===== src/rtl/irq_hub.sv =====
module irq_hub #(
  parameter int NSRC = 5,
  parameter int DW = 8,
  parameter int AW = 16,
  parameter int VW = 16,
  parameter logic [AW-1:0] EN_ADDR = 16'hFFFF,
  parameter logic [AW-1:0] FLAG_ADDR = 16'hFF0F,
  parameter logic [VW-1:0] VEC_BASE = 16'h0040,
  parameter int VEC_STEP = 8
) (
  input  logic          clk,
  input  logic          rst_n,
  input  logic [AW-1:0] reg_addr,
  input  logic          reg_we,
  input  logic [DW-1:0] reg_wdata,
  output logic [DW-1:0] reg_rdata,
  input  logic [NSRC-1:0] src_req,
  input  logic          ime_set,
  input  logic          ime_clr,
  input  logic          ack,
  output logic          irq_pending,
  output logic [VW-1:0] irq_vector
);
  localparam int IW = (NSRC > 1) ? $clog2(NSRC) : 1;
  localparam logic [DW-1:0] FILL = {DW{1'b1}} << NSRC;

  logic [NSRC-1:0] en_q, flag_q, live, win_mask, flag_d;
  logic [IW-1:0] win_idx;
  logic ime_q;

  assign live = en_q & flag_q & {NSRC{ime_q}};
  assign irq_pending = |live;

  always_comb begin
    win_idx = '0;
    for (int i = NSRC - 1; i >= 0; i--)
      if (live[i]) win_idx = IW'(i);
  end

  assign win_mask = irq_pending ? (NSRC'(1) << win_idx) : '0;
  assign irq_vector = irq_pending ? VEC_BASE + VW'(win_idx) * VW'(VEC_STEP) : '0;

  always_comb begin
    if (reg_addr == EN_ADDR)
      reg_rdata = FILL | DW'(en_q);
    else if (reg_addr == FLAG_ADDR)
      reg_rdata = FILL | DW'(flag_q);
    else
      reg_rdata = '0;
  end

  always_comb begin
    flag_d = (reg_we && reg_addr == FLAG_ADDR) ? reg_wdata[NSRC-1:0] : flag_q;
    if (ack) flag_d = flag_d & ~win_mask;
    flag_d = flag_d | src_req;
  end

  always_ff @(posedge clk) begin
    if (!rst_n) begin
      en_q <= '0;
      flag_q <= '0;
      ime_q <= 1'b0;
    end else begin
      flag_q <= flag_d;
      if (reg_we && reg_addr == EN_ADDR) en_q <= reg_wdata[NSRC-1:0];
      if (ime_clr || ack) ime_q <= 1'b0;
      else if (ime_set) ime_q <= 1'b1;
    end
  end
endmodule



===== config.mk =====
export PLATFORM = sky130hd
export DESIGN_NAME = irq_hub
export DESIGN_NICKNAME = d
export VERILOG_FILES = /design/src/rtl/irq_hub.sv
export SDC_FILE = /design/constraint.sdc
export NUM_CORES = 1
export LEC_CHECK = 0
export ABC_AREA = 1
export BUFFER_PORTS_ARGS = -buffer_cell sky130_fd_sc_hd__buf_4
export CAP_MARGIN = 10
export CELL_PAD_IN_SITES_DETAIL_PLACEMENT = 0
export CELL_PAD_IN_SITES_GLOBAL_PLACEMENT = 2
export CORE_ASPECT_RATIO = 0.5
export CORE_MARGIN = 1
export CORE_UTILIZATION = 18
export CTS_CLUSTER_DIAMETER = 60
export DETAILED_ROUTE_END_ITERATION = 10
export PLACE_DENSITY_LB_ADDON = 0.1
export SLEW_MARGIN = 15
export SYNTH_ARGS = -nofsm -noshare
export SYNTH_HDL_FRONTEND = slang
export SYNTH_SLANG_ARGS = --single-unit

===== constraint.sdc =====
create_clock -name clk -period 1.05 [get_ports clk]
set_input_delay 0.21 -clock clk [delete_from_list [all_inputs] [get_ports clk]]
set_output_delay 0.21 -clock clk [all_outputs]
set_load 0.01 [all_outputs]

==> flow_summary.toml, run 1 <==
[yosys]
yosys_warnings = 0
muxShareOfSynthArea_pct = 0
yosysUniqueCellTypes = 24
synth_top_family_by_area = "simple AND/OR/NAND/NOR gates"
ys_ff_latch = 11
synth_area_sq_um = 930.9
synth-compound-area-share_pct = 10.48
synth_simple_gate_area_share_pct = 41.26
synthAdderAreaFrac_pct = 0
synthCells = 145
ys_seq_area_share_pct = 23.66
syn_area_per_cell_sq_um = 6.420
synth_xor_area_share_pct = 0

[die]
io_pins = 60
start_util_pct = 18.79
coreArea_sq_um = 4955
rows = 18
dieHeight_um = 52.85
die_w_um = 103.7
dieArea_sq_um = 5481

[final_layout]
stdcell_count = 275
area_growth_pct = 86.69
diodes = 0
final_common_cell = "buf_4"
num-nets-final = 241
layout-drive-gt1-share_pct = 59.51
final_cell_mix = "buf_4, inv_1, buf_6"
nFillCells = 564

[clock_tree]
htree_levels = 1
cts_root_buf = "clkbuf_8"
cts_buffers = 3
clk_pin_slew_ps = 50
clk_latency_ps = 240
ctsHoldBuffers = 0
cts.sinks = 11
cts_tree = "built"
clock_path_buffers = 2

[global_routing]
grt_pass1_vias = 985
grt_antenna_before_repair = 0
track_usage_pct = 11.79
grt_pass1_wl_um = 4836
grt_max_degree = 8
overflow = 0

[timing]
hold_viol = 0
max_freq_ghz = 0.7014
tns_ps = -3853
setup_slack_ps = -375.6
fin_crit_ps = 1426
fin_crit_sh_pct = 135.8
setup_viol = 18
finalMaxSlewViolations = 0
fin_skew_ps = 1.295
rsz0062_at_grt = "yes"

[drt]
vias_per_cell = 3.898
wl_per_cell_um = 10.93
wl_um = 3007
drt-pass1-iter-count = 7
drtAntennaViolNets = 0
route.detailed.drc = 0
via_count = 1072
drtIter0Drc = 21

[setup_path]
r2r_start = "en_q[3]$_SDFFE_PN0P_"
worstRegToRegCells = 7
slowest_delay_ps = 400
endpoint_kind = "primary output"
worstSetupPathType = "reg2out"
start_kind = "flip-flop"
crit_path_start = "en_q[3]$_SDFFE_PN0P_"
cp.required_ps = 840
critical_path.slowest_cell = "dfxtp_1"
worstPathCellList = "nand2_4, o21ai_4, buf_4, nor3_2, buf_4"
regToRegSetupSlack_ps = -190
worst_path_most_repeated_cell = "buf_4"
worstPathArrival_ps = 1220
path_max_fanout = 3
worstReg2RegEnd = "flag_q[2]$_SDFF_PN0_"

[job]
cap_violations = 0

[hold_path]
hold_path_depth = 2
worstHoldStart = "ime_clr"
min_to = "ime_q$_SDFFE_PP0P_"
hp-class = "in2reg"

[power]
max-vdd-ir-drop_uv = 274.1
power.density_nw_per_um2 = 652.5
total_leakage_power_uw = 0.0009319

[status]
status = "complete, but fails checks"
violations = "negative setup slack"

[place]
io_buffers = 44
hpwl_um = 2466
place.gp.congestion = 0.7122
place_ws_ps = -267.8
post-place-cells = 269
## per-stage QoR
step | hold slack [ps] | instance area [sq um] | total power [uW] | utilization, %
floorplan | 278.2 | 1065 | 572.4 | -
global placement | 368.7 | 1484 | 669.9 | 29.95
detailed placement | 372.2 | 1484 | 669.6 | 29.95
CTS | 120.2 | 1642 | 1125 | 33.13
global route | 120.5 | 1738 | 1210 | 35.08
finish | 120.8 | 1738 | 1134 | 35.08
## sequential cells by signal, summed over array words and instances (netlist names)
signal  cells
en_q        5
flag_q      5
ime_q       1
## final cells by class
class / instances / area [sq um] / area share, %
timing repair buffer: 60 / 535.5 / 30.81
sequential: 11 / 225.2 / 12.96
tap: 70 / 87.58 / 5.040
inverter: 30 / 117.6 / 6.767
clock buffer: 4 / 45.04 / 2.592
multi-input combinational: 100 / 726.9 / 41.83
## worst max path at each step
stage / to / slack [ps] / depth (start not counted)
4_1_cts: irq_vector[5] / -370 / 5
3_5_place_dp: reg_rdata[1] / -270 / 8
2_1_floorplan: reg_rdata[6] / -70 / 5
3_3_place_gp: reg_rdata[3] / -280 / 8
6_report: irq_vector[5] / -380 / 5
5_1_grt: irq_vector[5] / -440 / 5
## layer usage
| metal | global-route usage (%) | share of wire [%] | vias up |
|---|---|---|---|
| met4 | 2.143 | 0 | 0 |
| met1 | 17.07 | 52 | 475 |
| li1 | - | - | 552 |
| met3 | 3.202 | 6.3 | 0 |
| met2 | 17.34 | 42 | 45 |
| met5 | 0 | 0 | - |
## power by group
part | total (uW) | switching (uW) | internal (uW)
Combinational | 256 | 128 | 128
Clock | 437 | 170 | 268
Sequential | 441 | 9.81 | 431
## cell usage after synthesis
cell      n  share of area (%)
nor4_1    1               0.67
a21oi_1   4                2.2
conb_1    1               0.40
nor3_1    7                3.8
a21oi_2   2                1.9
o22ai_1   1               0.67
o21ai_2   1               0.94
o21ai_0   3                1.6
nor2_8    1                2.2
o21ai_1   6                3.2
nand3_1   7                3.8
nand2_1  27                 11
dfxtp_1  11                 24
nor2_1   11                4.4
nand3_4   1                1.9
nand3_2   3                3.2
buf_4    15                 12
inv_1    24                9.7
nand2_2   3                2.0
nand4_2   1                1.3
inv_2     6                2.4
nand4_1   6                4.0
nor2_4    2                2.4
nor2_2    1               0.67
## critical path: cells and delay by family, from the launching register on
kind,cells,cell delay (ps)
AND/OR/NAND/NOR,2,110
flip-flops,1,400
buffers and inverters,2,270
AO/OA/AOI/OAI,1,190
## cell families after synthesis
family | count (synthesis)
buffers and inverters | 45
other | 1
AND/OR/NAND/NOR | 71
AO/OA/AOI/OAI | 17
flip-flops | 11
## repair_timing
item / 4_1_cts / 5_1_grt
gates resized for setup: 23 / 30
buffers inserted: 3 / 2
endpoints found under the setup margin: 17 / 23
cloned: 0 / 0
pin swaps: 10 / 20
Power figures use the tool's default switching activity.
==> run 2, diff against run 1 <==
==> config.mk (replaced) <==
export PLATFORM = sky130hd
export DESIGN_NAME = irq_hub
export DESIGN_NICKNAME = d
export VERILOG_FILES = /design/src/rtl/irq_hub.sv
export SDC_FILE = /design/constraint.sdc
export NUM_CORES = 1
export LEC_CHECK = 0
export ABC_AREA = 1
export ABC_CLOCK_PERIOD_IN_PS = 1050
export BUFFER_PORTS_ARGS = -buffer_cell sky130_fd_sc_hd__buf_4
export CAP_MARGIN = 10
export CORE_MARGIN = 1
export CORE_UTILIZATION = 38
export CTS_CLUSTER_DIAMETER = 60
export DETAILED_ROUTE_END_ITERATION = 10
export PLACE_DENSITY = 0.76
export SLEW_MARGIN = 15
export SYNTH_ARGS = -nofsm -noshare
export SYNTH_HDL_FRONTEND = slang
export SYNTH_SLANG_ARGS = --single-unit
==> flow_summary.toml, run 2 (same netlist as run 1, synthesis figures left out) <==
[status]
status = "complete, but fails checks"
violations = "negative setup slack"

[power]
combPwrFrac_pct = 26.5
max-vdd-ir-drop_uv = 896.4
net-switching-power_uw = 320.9
p_int_uw = 709.6
power.density_nw_per_um2 = 605.1
total_leakage_power_uw = 0.0008937
power.share.sequential_pct = 43.2
p_clk_share_pct = 30.3
swShare_pct = 31.14
p_total_uw = 1030

[clock_tree]
htree_levels = 1
clk_latency_ps = 280
cts.sinks = 11
clk_pin_slew_ps = 80
cts_tree = "built"
cts_buffers = 3
cts_root_buf = "clkbuf_4"
clock_path_buffers = 2
ctsHoldBuffers = 0

[timing]
rsz0062_at_grt = "yes"
fin_skew_ps = 0.8224
max_freq_ghz = 0.6592
fin_crit_ps = 1517
fin_crit_sh_pct = 144.5
tns_ps = -4957
hold_viol = 0
finalMaxSlewViolations = 0
setup_viol = 21
setup_slack_ps = -466.9

[final_layout]
area_growth_pct = 82.93
num-nets-final = 242
layout-drive-gt1-share_pct = 66.02
reg_top3 = "en_q (5), flag_q (5), ime_q (1)"
fin_area_sq_um = 1703
final_cell_mix = "buf_4, buf_6, inv_1"
final_common_cell = "buf_4"
diodes = 0

[global_routing]
grt_pass1_vias = 996
track_usage_pct = 22.20
grt_pass1_wl_um = 4298
overflow = 0
grt_max_degree = 8
grt_antenna_before_repair = 0

[die]
die_w_um = 51.50
dieHeight_um = 51.50
dieArea_sq_um = 2652
coreArea_sq_um = 2255
io_pins = 60
rows = 17
start_util_pct = 41.29

[drt]
wl_um = 3298
route.detailed.drc = 0
drtAntennaViolNets = 0
drtIter0Drc = 29
via_count = 1165
vias_per_cell = 4.979
drt-pass1-iter-count = 5
wl_per_cell_um = 14.09

[setup_path]
regToRegSetupSlack_ps = -350
slowest_delay_ps = 380
critical_path.slowest_cell = "dfxtp_4"
worstSetupPathType = "reg2out"
start_kind = "flip-flop"
worstReg2RegEnd = "flag_q[2]$_SDFF_PN0_"
r2r_start = "ime_q$_SDFFE_PP0P_"
cp.required_ps = 840
worstPathArrival_ps = 1310
worstPathCellList = "buf_6, nand3_4, nand2_2, a21oi_2, buf_4"
endpoint_kind = "primary output"
path_max_fanout = 5
worstRegToRegCells = 10

[place]
place.gp.congestion = 0.8798
io_buffers = 44
dpl_cell_area_sq_um = 1396
hpwl_um = 2048

[job]
cap_violations = 0

[hold_path]
hold_path_depth = 2
min_to = "ime_q$_SDFFE_PP0P_"
hp-class = "in2reg"
worstHoldStart = "ime_clr"
run 2: changes by cell type in the layout (fill, tap and decap cells not counted), sizes merged:
cell | before | now
clkinv | 0 | 1
clkbuf | 4 | 3
buf | 60 | 61
run 2: area by class of cell:
type	count	area, sq um
Multi-Input combinational cell	100	732.0
Timing Repair Buffer	61	559.3
Fill cell	153	551.8
Sequential cell	11	234.0
Inverter	30	115.1
Tap cell	28	35.03
Clock buffer	3	22.52
Clock inverter	1	5.005
run 2: worst max-delay path by stage:
stage | startpoint | endpoint | slack [ps] | depth (start not counted)
2_1_floorplan | reg_addr[11] | reg_rdata[6] | -70 | 5
3_3_place_gp | reg_addr[6] | flag_q[2]$_SDFF_PN0_ | -210 | 9
3_5_place_dp | reg_addr[4] | flag_q[2]$_SDFF_PN0_ | -230 | 9
4_1_cts | ime_q$_SDFFE_PP0P_ | irq_vector[3] | -420 | 5
5_1_grt | ime_q$_SDFFE_PP0P_ | irq_vector[3] | -520 | 5
6_report | ime_q$_SDFFE_PP0P_ | irq_vector[3] | -470 | 5
run 2: metal layers:
| metal | track usage (%) | wire, um | up-vias |
|---|---|---|---|
| met1 | 27.42 | 1248 | 530 |
| met4 | 7.658 | 136 | 0 |
| met2 | 37.45 | 1696 | 62 |
| li1 | - | - | 557 |
| met5 | 0 | 0 | - |
| met3 | 5.263 | 217 | 16 |
run 2: power groups by stage:
stage	clock [uW]	combinational, uW	sequential (uW)
floorplan	0	125	447
global placement	0	209	449
detailed placement	0	215	449
CTS	319	238	443
global route	343	294	446
finish	312	273	445
run 2: what timing repair did:
action,in CTS,in global routing
buffers inserted,2,6
endpoints found under the setup margin,17,19
pin swaps,16,22
resized for setup,35,37
run 2: through the flow:
step	hold slack, ps	setup WS [ps]	utilization [%]	cells
3_5_place_dp	370.7	-230.8	61.93	224
5_1_grt	62.50	-515.8	75.53	234
3_3_place_gp	364.3	-207.4	61.93	224
2_1_floorplan	278.2	-73.09	-	156
6_report	68.37	-466.9	75.53	234
4_1_cts	67.90	-415.9	68.31	229
run 2: worst max-delay path, delay by kind of cell, from the launching register on:
family / cells / cell delay [ps]
buf+inv: 2 / 290
simple gates: 2 / 160
compound gates: 1 / 190
flops: 1 / 380
==> run 3, diff against run 2 <==
--- a/config.mk
+++ b/config.mk
@@ -9,7 +9,7 @@
 export ABC_CLOCK_PERIOD_IN_PS = 1050
 export BUFFER_PORTS_ARGS = -buffer_cell sky130_fd_sc_hd__buf_4
 export CAP_MARGIN = 10
-export CORE_MARGIN = 1
+export CORE_MARGIN = 8
 export CORE_UTILIZATION = 38
 export CTS_CLUSTER_DIAMETER = 60
 export DETAILED_ROUTE_END_ITERATION = 10
==> flow_summary.toml, run 3 (same netlist as run 1, synthesis figures left out) <==
[global_routing]
grt_antenna_before_repair = 0
grt_pass1_wl_um = 4947
grt_max_degree = 8
grt_pass1_vias = 1112
overflow = 0
track_usage_pct = 14.32

[job]
cap_violations = 0

[clock_tree]
clk_latency_ps = 280
clk_pin_slew_ps = 70
cts_root_buf = "clkbuf_4"
htree_levels = 1
clock_path_buffers = 2
cts_tree = "built"
ctsHoldBuffers = 0
cts_buffers = 3
cts.sinks = 11

[power]
total_leakage_power_uw = 0.0008936
power.density_nw_per_um2 = 615.7
p_total_uw = 1004
max-vdd-ir-drop_uv = 779.0

[die]
dieHeight_um = 65.50
io_pins = 60
start_util_pct = 38.99
rows = 18
coreArea_sq_um = 2387
dieArea_sq_um = 4290
die_w_um = 65.50

[hold_path]
hp-class = "in2reg"

[final_layout]
diodes = 0
reg_top3 = "en_q (5), flag_q (5), ime_q (1)"
final_cell_mix = "buf_4, inv_1, buf_6"
layout-drive-gt1-share_pct = 60.59
final_common_cell = "buf_4"
area_growth_pct = 75.13
fin_util_pct = 68.29
num-nets-final = 239

[place]
io_buffers = 44
place.gp.congestion = 0.8690
place_ws_ps = -241.3
hpwl_um = 2424

[drt]
via_count = 1102
wl_um = 3185
vias_per_cell = 4.730
drt-pass1-iter-count = 5
drtAntennaViolNets = 0
route.detailed.drc = 0
drtIter0Drc = 43
wl_per_cell_um = 13.67

[setup_path]
cp.required_ps = 840
start_kind = "flip-flop"
path_max_fanout = 6
worstPathArrival_ps = 1270
worstSetupPathType = "reg2out"
endpoint_kind = "primary output"

[timing]
setup_viol = 17
hold_viol = 0
fin_skew_ps = 4.960
max_freq_ghz = 0.6774
fin_crit_sh_pct = 140.6
setup_slack_ps = -426.2
rsz0062_at_grt = "yes"
finalMaxSlewViolations = 0
fin_crit_ps = 1476

[status]
status = "complete, but fails checks"
violations = "negative setup slack"
## run 3: cell count changes in the layout (fill, tap and decap cells not counted), moves of 3 or more
| cell | delta |
|---|---|
| buf_6 | -6 |
| buf_4 | +4 |
| dfxtp_1 | +3 |
| dfxtp_2 | -3 |
## run 3: per-layer routing
| layer | track usage (%) | routed length, um |
|---|---|---|
| met4 | 1.362 | 12 |
| met1 | 15.76 | 1185 |
| met2 | 26.81 | 1755 |
| met5 | 0 | 0 |
| met3 | 4.592 | 231 |
## run 3: per-stage QoR
stage               TNS (ps)  cell area, sq um  hold WS (ps)  std cells
global route           -5575              1630         82.10        233
global placement       -3308              1391         365.3        225
finish                 -4425              1630         78.88        233
CTS                    -3719              1550         80.63        232
floorplan             -505.8              1065         278.2        156
detailed placement     -3998              1391         371.0        225
## run 3: worst max-delay path: stages (launching register included)
cell and delay (ps):
dfxtp_4 420, inv_1 100, nor3_4 150, inv_2 70, nor3_2 110, buf_4 140
## run 3: final cells by class
type	instances	area, sq um
Sequential cell	11	230.2
Tap cell	30	37.54
Clock buffer	3	22.52
Fill cell	196	757.0
Inverter	30	115.1
Timing Repair Buffer	58	506.7
Multi-Input combinational cell	100	713.2
Clock inverter	1	5.005
## run 3: path summary, 6_finish.rpt
check                            start                    to  slack [ps]  cells after the start
hold reg to reg   en_q[4]$_SDFFE_PN0P_  en_q[4]$_SDFFE_PN0P_         530                      2
setup reg to reg    ime_q$_SDFFE_PP0P_  flag_q[3]$_SDFF_PN0_        -370                      9
setup / recovery    ime_q$_SDFFE_PP0P_         irq_vector[5]        -430                      5
hold / removal                 ime_clr    ime_q$_SDFFE_PP0P_          80                      2
## run 3: where the power goes
part / leakage (uW) / total, uW / internal (uW) / switching [uW]
clock: 0.0000177 / 308 / 141 / 167
combinational: 0.000783 / 252 / 128 / 124
sequential: 0.0000930 / 444 / 431 / 12.9
total: 0.000894 / 1000 / 700 / 304
## run 3: what timing repair did
action                                  4_1_cts  5_1_grt
endpoints found under the setup margin       17       23
gates cloned                                  0        0
pin swaps                                    16       12
setup buffers                                 3        3
gates resized for setup                      36       19
